### src/rtl/dma_param_sequencer.sv
module dma_param_sequencer #(
  parameter int AW = 32,
  parameter int CW = 16,
  parameter int IW = 16
) (
  input  logic          clk,
  input  logic          rst_n,
  input  logic          cfg_we,
  input  logic [2:0]    cfg_addr,
  input  logic [31:0]   cfg_wdata,
  input  logic          evt,
  input  logic          xfer_ack,
  output logic          xfer_valid,
  output logic [AW-1:0] xfer_src,
  output logic [AW-1:0] xfer_dst,
  output logic          evt_err,
  output logic [31:0]   pend
);

  logic [5:0]    code;
  logic          early, stat, absync, dmode, smode;
  logic [2:0]    fwid;
  logic [AW-1:0] src_r, dst_r, wsrc, wdst;
  logic [CW-1:0] acnt_r, bcnt_r, wcnt, ai, al;
  logic [IW-1:0] sidx_r, didx_r;
  logic          busy, evt_q;

  logic [AW-1:0] fmask, beat, sstep, dstep;
  logic          go, bad, start, beat_done, last_beat, last_arr, finish, set_bit;

  assign fmask     = (fwid <= 3'd5) ? ((AW'(1) << fwid) - AW'(1)) : '0;
  assign beat      = AW'(ai);
  assign sstep     = {{(AW-IW){sidx_r[IW-1]}}, sidx_r};
  assign dstep     = {{(AW-IW){didx_r[IW-1]}}, didx_r};
  assign xfer_valid = busy;
  assign xfer_src  = wsrc + (smode ? (beat & fmask) : beat);
  assign xfer_dst  = wdst + (dmode ? (beat & fmask) : beat);

  assign go        = !busy && (evt || evt_q);
  assign bad       = (acnt_r == '0) || (bcnt_r == '0);
  assign start     = go && !bad;
  assign beat_done = busy && xfer_ack;
  assign last_beat = (ai == acnt_r - CW'(1));
  assign last_arr  = (al == CW'(1));
  assign finish    = beat_done && last_beat && last_arr;
  assign set_bit   = !code[5] && ((start && early) || (finish && !early));

  always_ff @(posedge clk or negedge rst_n) begin
    if (!rst_n) begin
      code <= '0; early <= 1'b0; fwid <= '0; stat <= 1'b0;
      absync <= 1'b0; dmode <= 1'b0; smode <= 1'b0;
      src_r <= '0; dst_r <= '0; acnt_r <= '0; bcnt_r <= '0;
      sidx_r <= '0; didx_r <= '0;
      wsrc <= '0; wdst <= '0; wcnt <= '0; ai <= '0; al <= '0;
      busy <= 1'b0; evt_q <= 1'b0; evt_err <= 1'b0; pend <= '0;
    end else begin
      evt_err <= go && bad;

      if (go)
        evt_q <= evt_q && evt;
      else if (busy && evt)
        evt_q <= 1'b1;

      if (cfg_we) begin
        case (cfg_addr)
          3'd0: begin
            code   <= cfg_wdata[17:12];
            early  <= cfg_wdata[11];
            fwid   <= cfg_wdata[10:8];
            stat   <= cfg_wdata[3];
            absync <= cfg_wdata[2];
            dmode  <= cfg_wdata[1];
            smode  <= cfg_wdata[0];
          end
          3'd1: src_r  <= cfg_wdata[AW-1:0];
          3'd2: dst_r  <= cfg_wdata[AW-1:0];
          3'd3: acnt_r <= cfg_wdata[CW-1:0];
          3'd4: bcnt_r <= cfg_wdata[CW-1:0];
          3'd5: sidx_r <= cfg_wdata[IW-1:0];
          3'd6: didx_r <= cfg_wdata[IW-1:0];
          default: ;
        endcase
      end

      if (start) begin
        busy <= 1'b1;
        ai   <= '0;
        al   <= absync ? bcnt_r : CW'(1);
        wsrc <= src_r;
        wdst <= dst_r;
        wcnt <= bcnt_r;
      end

      if (beat_done) begin
        if (last_beat) begin
          ai   <= '0;
          al   <= al - CW'(1);
          wcnt <= wcnt - CW'(1);
          wsrc <= wsrc + sstep;
          wdst <= wdst + dstep;
          if (last_arr) begin
            busy <= 1'b0;
            if (!stat) begin
              src_r  <= wsrc + sstep;
              dst_r  <= wdst + dstep;
              bcnt_r <= wcnt - CW'(1);
            end
          end
        end else begin
          ai <= ai + CW'(1);
        end
      end

      if (set_bit)
        pend[code[4:0]] <= 1'b1;
    end
  end

endmodule


### config.mk
export PLATFORM = sky130hd
export DESIGN_NAME = dma_param_sequencer
export DESIGN_NICKNAME = d
export VERILOG_FILES = /design/src/rtl/dma_param_sequencer.sv
export SDC_FILE = /design/constraint.sdc
export NUM_CORES = 1
export LEC_CHECK = 0
export ABC_CLOCK_PERIOD_IN_PS = 8450
export BUFFER_PORTS_ARGS = -buffer_cell sky130_fd_sc_hd__buf_2
export CORE_MARGIN = 1.5
export CORE_UTILIZATION = 25
export DETAILED_ROUTE_END_ITERATION = 10
export GPL_TIMING_DRIVEN = 0
export MAX_ROUTING_LAYER = met4
export PLACE_DENSITY_LB_ADDON = 0.2
export SYNTH_ARGS = -nofsm -noshare
export SYNTH_HDL_FRONTEND = slang
export SYNTH_SLANG_ARGS = --single-unit
### constraint.sdc
create_clock -name clk -period 8.45 [get_ports clk]
set_input_delay 1.2675 -clock clk [delete_from_list [all_inputs] [get_ports clk]]
set_output_delay 1.2675 -clock clk [all_outputs]
set_load 0.02 [all_outputs]
==> results.sh, run 1 <==
export IMPL_fill_cells=7984
export IMPL_grt_pass1_vias=17100
export IMPL_htreeDepth=2
export IMPL_synth_warnings=0
export IMPL_portBuffers=135
export IMPL_placementRows=101
export IMPL_vias_per_cell=5.12
export IMPL_synthMuxAreaShare_pct=4.16
export IMPL_clk_pin_slew_ps=60
export IMPL_netlist_area_mm2=0.0191
export IMPL_timing_rr_start="acnt_r[2]$_DFFE_PN0P_"
export IMPL_slew_headroom_pct=27.8
export IMPL_synth_top_area_share_pct=38.0
export IMPL_synth_adder_area_share_pct=7.12
export IMPL_drtAntennaViolNets=0
export IMPL_slew_viol_final=0
export IMPL_synth_area_leaders="dfrtp_1 (38%), a21oi_1 (7.0%), ha_1 (6.7%)"
export IMPL_multiInputGateArea_mm2=0.0112
export IMPL_grt_pass1_wl_um=109000
export IMPL_holdPathStages=1
export IMPL_synth_edff_count=0
export IMPL_postCtsSetupRepairBufs=0
export IMPL_setup_violations_final=0
export IMPL_dp_hpwl_um=53500
export IMPL_powerDensity_mw_per_mm2=339
export IMPL_worst_pin_slew_ps=1070
export IMPL_ir_drop_v=0.000142
export IMPL_syn_nets=2280
export IMPL_skew_ps=31.2
export IMPL_min_from="pend[14]$_DFFE_PN0P_"
export IMPL_synth_cell_type_count=71
export IMPL_rrSetupSlack_ps=4030
export IMPL_dp_slack_ps=1910
export IMPL_insertion_delay_ps=570
export IMPL_drt_iter0_markers=1215
export IMPL_grt_ovfl_total=0
export IMPL_crit_start="fwid[2]$_DFFE_PN0P_"
export IMPL_rsz0062_at_grt="no"
export IMPL_vias=17000
export IMPL_antenna_found_initial=10
export IMPL_cts_root_buf="clkbuf_16"
export IMPL_clock_path_buffers=3
export IMPL_cp_arrival_ps=5800
export IMPL_cts_made_buffers=37
export IMPL_fin_ws_ps=1390
export IMPL_synth_simple_area_share_pct=19.8
export IMPL_drt_wirelength_per_cell_um=21.4
export IMPL_drive_gt1_share_pct=12.9
export IMPL_layout_common_cells="dfrtp_1 (289), a21oi_1 (265), nand2_1 (226)"
export IMPL_place_congestion=0.905
export IMPL_layout_commonest_cell="dfrtp_1"
export IMPL_final_hold_viol_count=0
export IMPL_ios=138
export IMPL_synthFlopType="dfrtp_1"
export IMPL_reg2reg_depth=10
export IMPL_grt_max_degree=97
export IMPL_dr_pass1_iters=5
export IMPL_holdPathEnd="pend[14]$_DFFE_PN0P_"
export IMPL_status="finished, final reports clean"
export IMPL_fp_dieH_um=279
export IMPL_yosysSeqAreaShare_pct=38.0
export IMPL_hp_class="flip-flop to flip-flop"
export IMPL_cts_resized=0
export IMPL_end_kind="output pin"
export IMPL_synthXorXnorAreaFrac_pct=7.22
export IMPL_timing_final_crit_share_pct=83.6
export IMPL_setup_tns_ps=0
export IMPL_avgSynthCellArea_um2=8.93
export IMPL_start_kind="flip-flop"
export IMPL_cts_sinks=289
export IMPL_synthArstFlopShare_pct=100
export IMPL_critical_path_max_fanout=8
export IMPL_ys_ff_latch=289
export IMPL_nets=2460
export IMPL_worst_r2r_endpoint="wsrc[7]$_DFF_PN0_"
export IMPL_drc=0
export IMPL_die_area_mm2=0.0779
export IMPL_groute_usage_overall_pct=18.8
export IMPL_hold_buffers=0
export IMPL_max_cap_violations=0
export IMPL_cts_tree="yes"
export IMPL_power_leakage_uw=0.0102
export IMPL_seqCellArea_mm2=0.00723
export IMPL_min_period_ps=7060
export IMPL_syn_instance_count=2134
export IMPL_synth_top_family_by_area="compound AO/OA/AOI/OAI gates"
export IMPL_start_util_pct=25.2
export IMPL_fp_dieW_um=279
export IMPL_max_freq_mhz=142
export IMPL_required_ps=7180
export IMPL_synth_compound_area_share_pct=20.7
export IMPL_routed_wl_um=71200
export IMPL_core_area_mm2=0.0757
export IMPL_syn_to_final_growth_pct=17.5
export IMPL_yosysTopAreaCell="dfrtp_1"
export IMPL_crit_type="flip-flop to output pin"
metrics by stage:
| stage | cells | power [uW] | area [um^2] | util (%) | hold slack [ps] |
|---|---|---|---|---|---|
| floorplan | 2134 | 4750 | 19100 | - | 444 |
| global placement | 3247 | 5840 | 21000 | 27.7 | 437 |
| detailed placement | 3252 | 5900 | 21100 | 27.9 | 439 |
| CTS | 3316 | 7650 | 22400 | 29.5 | 456 |
| global route | 3321 | 8180 | 22400 | 29.6 | 469 |
| finish | 3321 | 7600 | 22400 | 29.6 | 449 |
cell type report:
| type | instances | area share, % |
|---|---|---|
| inverter | 52 | 0.872 |
| timing repair buffer | 141 | 3.58 |
| buffer | 102 | 1.76 |
| tap | 978 | 5.47 |
| sequential | 289 | 32.3 |
| clock inverter | 16 | 1.17 |
| antenna | 4 | 0.0447 |
| clock buffer | 48 | 4.54 |
| multi-input combinational | 1691 | 50.3 |
sequential cells by signal, summed over array words and instances, names as in the netlist, 32 cells and up:
signal / cells
wsrc: 32
wdst: 32
dst_r: 32
pend: 32
src_r: 32
per-layer routing:
metal / share of wire, % / GRT usage, % / up-vias
li1: - / - / 8061
met1: 46 / 24.9 / 8413
met2: 47 / 29.8 / 424
met3: 4.6 / 2.40 / 89
met4: 2.8 / 5.57 / 0
met5: 0 / - / -
cell families (layout without fill, tap and decap cells):
| logic type | Yosys count | count (layout) |
|---|---|---|
| buf+inv | 154 | 359 |
| flops | 289 | 289 |
| mux | 71 | 71 |
| simple gates | 724 | 724 |
| xor+xnor | 157 | 157 |
| other cells | 0 | 4 |
| fa+ha+maj | 106 | 106 |
| compound gates | 633 | 633 |
report_power, final:
part           internal [uW]  switching, uW  total [uW]  leakage [uW]
combinational           1440           2190        3630       0.00595
sequential              1780            486        2270       0.00366
clock                   1040            665        1700      0.000626
total                   4260           3340        7600        0.0102
worst max-delay path: stages (launching register included):
cell       delay [ps]
dfrtp_1           450
nor2_1            210
nand2_1           100
ha_1              260
nand2b_1          160
a21boi_0          460
ha_1              330
a21o_1            150
a21oi_1           220
nor2b_1            70
o21a_1            200
o41ai_1           780
o2111ai_1         270
a21oi_1           280
a2bb2oi_1         760
nand2b_1          210
xnor2_1           110
buf_2             180
synthesized netlist by cell type (5+ instances only):
cell,n
dfrtp_1,289
a21oi_1,265
nand2_1,226
ha_1,102
xnor2_1,98
nor2b_1,96
and3_1,95
a211oi_1,86
nor2_1,86
o21ai_0,83
clkbuf_1,78
a21o_1,74
mux2_2,66
xor2_1,59
inv_1,52
nor3_1,48
nand3_1,46
nand2b_1,22
a21boi_0,17
and2_1,16
buf_1,16
o21bai_1,16
nand4_1,14
o21a_1,13
or2_2,12
or3_1,12
a311oi_1,11
nor4_1,11
o211ai_1,9
buf_2,8
nor3b_1,8
o31ai_1,8
nand4b_1,7
a31oi_1,6
and4_1,6
o22ai_1,6
a32oi_1,5
mux2i_1,5
or4_1,5
how the worst max path moves through the flow:
stage / endpoint / slack [ps]
after floorplan: xfer_src[19] / 3220
after global placement: sidx_r[12]$_DFFE_PN0P_ / 130
after detailed placement: xfer_src[27] / 1910
after CTS: xfer_src[27] / 1240
after global routing: xfer_src[27] / 900
final: xfer_src[25] / 1390
(Power assumes the default switching activity.)
==> inputs of run 2 (changes only) <==
ABC_AREA = 1   (was default)
ABC_CLOCK_PERIOD_IN_PS = 6000   (was 8450)
clock period = 6 ns   (was 8.45 ns; I/O delays follow)
==> results.sh, run 2 <==
export IMPL_max_cap_violations=0
export IMPL_layout_commonest_cell="nand2_1"
export IMPL_drive_gt1_share_pct=7.77
export IMPL_fill_cells=9331
export IMPL_synthMuxAreaShare_pct=0.0939
export IMPL_required_ps=5100
export IMPL_synth_cell_type_count=44
export IMPL_internal_power_uw=6080
export IMPL_multiInputGateArea_mm2=0.0123
export IMPL_ir_drop_v=0.000218
export IMPL_die_area_mm2=0.0871
export IMPL_synthArstFlopShare_pct=100
export IMPL_final_cell_count_no_fill=4532
export IMPL_fp_dieW_um=295
export IMPL_avgSynthCellArea_um2=6.69
export IMPL_synth_top_area_share_pct=33.9
export IMPL_syn_nets=3334
export IMPL_cts_root_buf="clkbuf_16"
export IMPL_worst_pin_slew_ps=1020
export IMPL_fin_area_mm2=0.0248
export IMPL_start_util_pct=25.4
export IMPL_powerDensity_mw_per_mm2=496
export IMPL_antenna_found_initial=3
export IMPL_max_freq_mhz=190
export IMPL_synth_top_family_by_area="simple AND/OR/NAND/NOR gates"
export IMPL_groute_usage_overall_pct=21.9
export IMPL_clock_path_buffers=3
export IMPL_insertion_delay_ps=570
export IMPL_hold_buffers=0
export IMPL_power_uw=12300
export IMPL_synth_warnings=0
export IMPL_yosysTopAreaCell="dfrtp_1"
export IMPL_fin_ws_ps=741
export IMPL_place_congestion=0.945
export IMPL_status="finished, final reports clean"
export IMPL_synthFlopType="dfrtp_1"
export IMPL_synth_most_common_cell="nand2_1"
export IMPL_yosysSeqAreaShare_pct=33.9
export IMPL_syn_to_final_growth_pct=16.5
export IMPL_portBuffers=137
export IMPL_sw_frac_of_total_pct=50.7
export IMPL_slew_viol_final=0
export IMPL_min_period_ps=5260
export IMPL_comb_power_share_pct=54.4
export IMPL_grt_pass1_wl_um=138000
export IMPL_power_leakage_uw=0.0126
export IMPL_cts_sinks=289
export IMPL_slew_headroom_pct=32.3
export IMPL_core_area_mm2=0.0841
export IMPL_placementRows=106
export IMPL_synthXorXnorAreaFrac_pct=6.20
export IMPL_synth_edff_count=0
export IMPL_cts_made_buffers=39
export IMPL_ys_ff_latch=289
export IMPL_timing_final_crit_share_pct=87.6
export IMPL_p_clk_share_pct=20.0
export IMPL_hp_class="primary input to asynchronous set/reset pin"
export IMPL_synth_compound_area_share_pct=14.3
export IMPL_nets=3516
export IMPL_drt_wirelength_per_cell_um=20.5
export IMPL_clk_pin_slew_ps=60
export IMPL_grt_pass1_vias=20600
export IMPL_crit_type="flip-flop to output pin"
export IMPL_grt_max_degree=96
export IMPL_htreeDepth=2
export IMPL_cts_resized=0
export IMPL_dpl_cell_area_mm2=0.0235
export IMPL_antenna_cells=0
export IMPL_dp_cells=4463
export IMPL_start_kind="flip-flop"
export IMPL_netlist_area_mm2=0.0213
export IMPL_setup_violations_final=0
export IMPL_syn_instance_count=3188
export IMPL_vias_per_cell=4.80
export IMPL_dp_hpwl_um=73100
export IMPL_final_hold_viol_count=0
export IMPL_layout_common_cells="nand2_1 (1050), inv_1 (346), o21ai_0 (343)"
export IMPL_postCtsSetupRepairBufs=0
export IMPL_dr_pass1_iters=7
export IMPL_cts_tree="yes"
export IMPL_skew_ps=38.0
export IMPL_seqCellArea_mm2=0.00723
export IMPL_synth_simple_area_share_pct=30.8
export IMPL_cp_arrival_ps=4360
export IMPL_ios=138
export IMPL_end_kind="output pin"
export IMPL_drt_iter0_markers=1708
export IMPL_vias=21700
export IMPL_dp_slack_ps=1300
export IMPL_routed_wl_um=93100
export IMPL_fp_dieH_um=295
export IMPL_drc=0
export IMPL_seqPwrFrac_pct=25.6
export IMPL_synth_area_leaders="dfrtp_1 (34%), nand2_1 (18%), o21ai_0 (8.0%)"
export IMPL_setup_tns_ps=0
export IMPL_critical_path_max_fanout=7
export IMPL_drtAntennaViolNets=0
export IMPL_rsz0062_at_grt="no"
export IMPL_p_sw_uw=6240
export IMPL_synth_common_cells="nand2_1 (1050), inv_1 (346), o21ai_0 (343), dfrtp_1 (289), nor2_1 (246)"
export IMPL_grt_ovfl_total=0
export IMPL_synth_adder_area_share_pct=6.41
[run 2: path summary, 6_finish.rpt]
check,start,end,slack [ps],cells after the start
max in group asynchronous,rst_n,ai[6]$_DFFE_PN0P_,4610,3
worst max register to register,acnt_r[0]$_DFFE_PN0P_,wsrc[17]$_DFF_PN0_,1970,12
worst min register to register,pend[9]$_DFFE_PN0P_,pend[9]$_DFFE_PN0P_,450,2
worst min-delay path,rst_n,wcnt[13]$_DFF_PN0_,180,1
min in group clk,pend[9]$_DFFE_PN0P_,pend[9]$_DFFE_PN0P_,450,2
worst max-delay path,fwid[2]$_DFFE_PN0P_,xfer_dst[25],740,16
[run 2: per-stage QoR]
stage                     hold slack, ps  utilization [%]
after floorplan                      443                -
after global placement               444             27.9
after detailed placement             445             28.0
after CTS                            174             29.5
after global routing                 195             29.5
final                                183             29.5
[run 2: critical path: stages (launching register included)]
cell and delay [ps]:
dfrtp_1 450, nor2_1 160, nand2_1 90, ha_1 220, inv_1 90, nor3_1 60
nor2_1 330, nor2_1 160, ha_1 380, a21oi_1 270, o21ai_0 130, a21oi_1 130
o21ai_0 220, a21boi_1 570, nand3b_1 230, xor2_1 150, buf_2 180
[run 2: cell families (layout without fill, tap and decap cells)]
kind of cell / after synthesis / after routing
simple gates: 1605 / 1605
compound gates: 577 / 577
buf+inv: 457 / 667
flops: 289 / 289
xor+xnor: 151 / 151
fa+ha+maj: 107 / 107
mux: 2 / 2
[run 2: cell type report]
| cell class | count | share of cell area, % |
|---|---|---|
| sequential | 289 | 29.1 |
| clock inverter | 14 | 0.811 |
| multi-input combinational | 2442 | 49.6 |
| buffer | 104 | 1.80 |
| inverter | 353 | 5.33 |
| tap | 1134 | 5.71 |
| timing repair buffer | 141 | 3.16 |
| clock buffer | 55 | 4.45 |
[run 2: power groups by stage]
stage          clock, uW  combinational [uW]  sequential [uW]
2_1_floorplan          0                4570             2870
3_3_place_gp           0                6660             3180
3_5_place_dp           0                6660             3170
4_1_cts             2510                6700             3150
5_1_grt             2580                7480             3220
6_report            2460                6700             3160
[run 2: per-layer routing]
layer / track usage [%] / up-vias / wire [um]
met5: - / - / 0
met4: 6.12 / 0 / 2640
met3: 2.59 / 113 / 4950
met2: 34.9 / 634 / 42700
met1: 29.2 / 10300 / 42800
li1: - / 10600 / -
==> inputs of run 3 (changes only) <==
PLACE_DENSITY = 0.44   (was default)
PLACE_DENSITY_LB_ADDON = default   (was 0.2)
==> results.sh, run 3 (synthesis gave the netlist of run 2 again) <==
export IMPL_rrSetupSlack_ps=1950
export IMPL_max_freq_mhz=187
export IMPL_portBuffers=137
export IMPL_placementRows=106
export IMPL_ir_drop_v=0.000190
export IMPL_layout_commonest_cell="nand2_1"
export IMPL_timing_final_crit_share_pct=89.3
export IMPL_grt_pass1_wl_um=140000
export IMPL_dr_pass1_iters=7
export IMPL_slew_headroom_pct=-2.92
export IMPL_critical_path_max_fanout=7
export IMPL_cts_root_buf="clkbuf_16"
export IMPL_drt_wirelength_per_cell_um=21.0
export IMPL_fp_dieH_um=295
export IMPL_cpPeakStageDelay_ps=600
export IMPL_clk_pin_slew_ps=60
export IMPL_hp_class="primary input to asynchronous set/reset pin"
export IMPL_drt_iter0_markers=1712
export IMPL_final_hold_viol_count=0
export IMPL_cp_depth=16
export IMPL_nets=3516
export IMPL_grt_ovfl_total=0
export IMPL_htreeDepth=2
export IMPL_groute_usage_overall_pct=22.3
export IMPL_vias=21900
export IMPL_setup_violations_final=0
export IMPL_place_congestion=0.945
export IMPL_rsz0062_at_grt="no"
export IMPL_fin_area_mm2=0.0249
export IMPL_power_leakage_uw=0.0127
export IMPL_hold_buffers=0
export IMPL_dp_hpwl_um=74500
export IMPL_dpl_cell_area_mm2=0.0235
export IMPL_worst_pin_slew_ps=1530
export IMPL_ios=138
export IMPL_fp_dieW_um=295
export IMPL_required_ps=5100
export IMPL_crit_type="flip-flop to output pin"
export IMPL_drive_gt1_share_pct=8.03
export IMPL_timing_rr_start="acnt_r[0]$_DFFE_PN0P_"
export IMPL_end_kind="output pin"
export IMPL_core_area_mm2=0.0841
export IMPL_routed_wl_um=95100
export IMPL_drc=0
export IMPL_layout_common_cells="nand2_1 (1050), inv_1 (346), o21ai_0 (343)"
export IMPL_antenna_found_initial=6
export IMPL_vias_per_cell=4.82
export IMPL_min_period_ps=5360
export IMPL_clock_path_buffers=3
export IMPL_critPathBufInv=2
export IMPL_grt_max_degree=90
export IMPL_worst_r2r_endpoint="wsrc[21]$_DFF_PN0_"
export IMPL_grt_pass1_vias=20600
export IMPL_critPathSlowestCell="a21boi_1"
export IMPL_drtAntennaViolNets=0
export IMPL_reg2reg_depth=12
export IMPL_cp_arrival_ps=4460
export IMPL_cts_sinks=289
export IMPL_critical_path_top_delay_family="compound AO/OA/AOI/OAI gates"
export IMPL_slew_viol_final=7
export IMPL_skew_ps=26.8
export IMPL_crit_top_cell="nor2_1"
export IMPL_power_uw=12500
export IMPL_violations="capacitance limit, slew limit"
export IMPL_postCtsSetupRepairBufs=0
export IMPL_powerDensity_mw_per_mm2=502
export IMPL_max_cap_violations=1
export IMPL_cts_made_buffers=40
export IMPL_die_area_mm2=0.0871
export IMPL_cts_tree="yes"
export IMPL_crit_chain="nor2_1 -> nand2_1 -> ha_1 -> inv_1 -> nor3_1 -> nor2_1 -> nor2_1 -> ha_1 -> a21oi_1 -> o21ai_0 -> a21oi_1 -> o21ai_0 -> a21boi_1 -> nand3b_1 -> xor2_1 -> buf_2"
export IMPL_syn_to_final_growth_pct=16.9
export IMPL_insertion_delay_ps=580
export IMPL_start_kind="flip-flop"
export IMPL_status="finished, violations left"
export IMPL_cts_resized=0
export IMPL_start_util_pct=25.4
-- run 3: area by class of cell --
class,count,area (um^2)
well taps,1134,1420
clock inverters,23,295
clock buffers,49,1100
flip-flops and latches,289,7230
fillers,9418,59200
multi-input cells,2442,12300
plain buffers,104,448
repair buffers,140,778
inverters,353,1330
diodes,2,5.00
-- run 3: report_power, final --
| group | total [uW] | switching, uW | internal [uW] |
|---|---|---|---|
| Combinational | 6720 | 4620 | 2100 |
| Sequential | 3170 | 699 | 2470 |
| Clock | 2620 | 1040 | 1570 |
| Total | 12500 | 6360 | 6140 |
-- run 3: through the flow --
step	TNS (ps)	instances	setup WS, ps	util [%]	hold slack [ps]
after global placement	-658570	4459	-2320	27.9	442
final	0	4536	642	29.7	283
after CTS	0	4534	569	29.6	306
after global routing	0	4534	231	29.6	328
after floorplan	0	3188	2180	-	443
after detailed placement	0	4462	1200	28.0	444
-- run 3: worst register-to-register path, stage by stage, from the launching register on --
cell and delay (ps):
dfrtp_1 450, inv_2 90, ha_1 200, nand2_1 120, nor2_1 80, nand4_1 300
nand3_1 570, inv_1 270, clkbuf_1 560, clkbuf_1 810, o21ai_0 170, nand2_1 90
o21ai_0 160
-- run 3: routing by layer --
layer / track usage [%] / up-vias / wire, um / share of wire [%]
li1: - / 10700 / - / -
met1: 30.2 / 10500 / 43900 / 46
met2: 35.0 / 630 / 43400 / 46
met3: 2.65 / 109 / 5350 / 5.6
met4: 5.95 / 0 / 2480 / 2.6
met5: - / - / 0 / 0
-- run 3: worst max path at each step --
stage	to	slack, ps	startpoint
2_1_floorplan	xfer_dst[25]	2180	fwid[2]$_DFFE_PN0P_
3_3_place_gp	pend[16]$_DFFE_PN0P_	-2320	rst_n
3_5_place_dp	xfer_dst[27]	1200	fwid[2]$_DFFE_PN0P_
4_1_cts	xfer_dst[27]	570	fwid[2]$_DFFE_PN0P_
5_1_grt	xfer_dst[23]	230	fwid[2]$_DFFE_PN0P_
6_report	xfer_dst[25]	640	fwid[2]$_DFFE_PN0P_
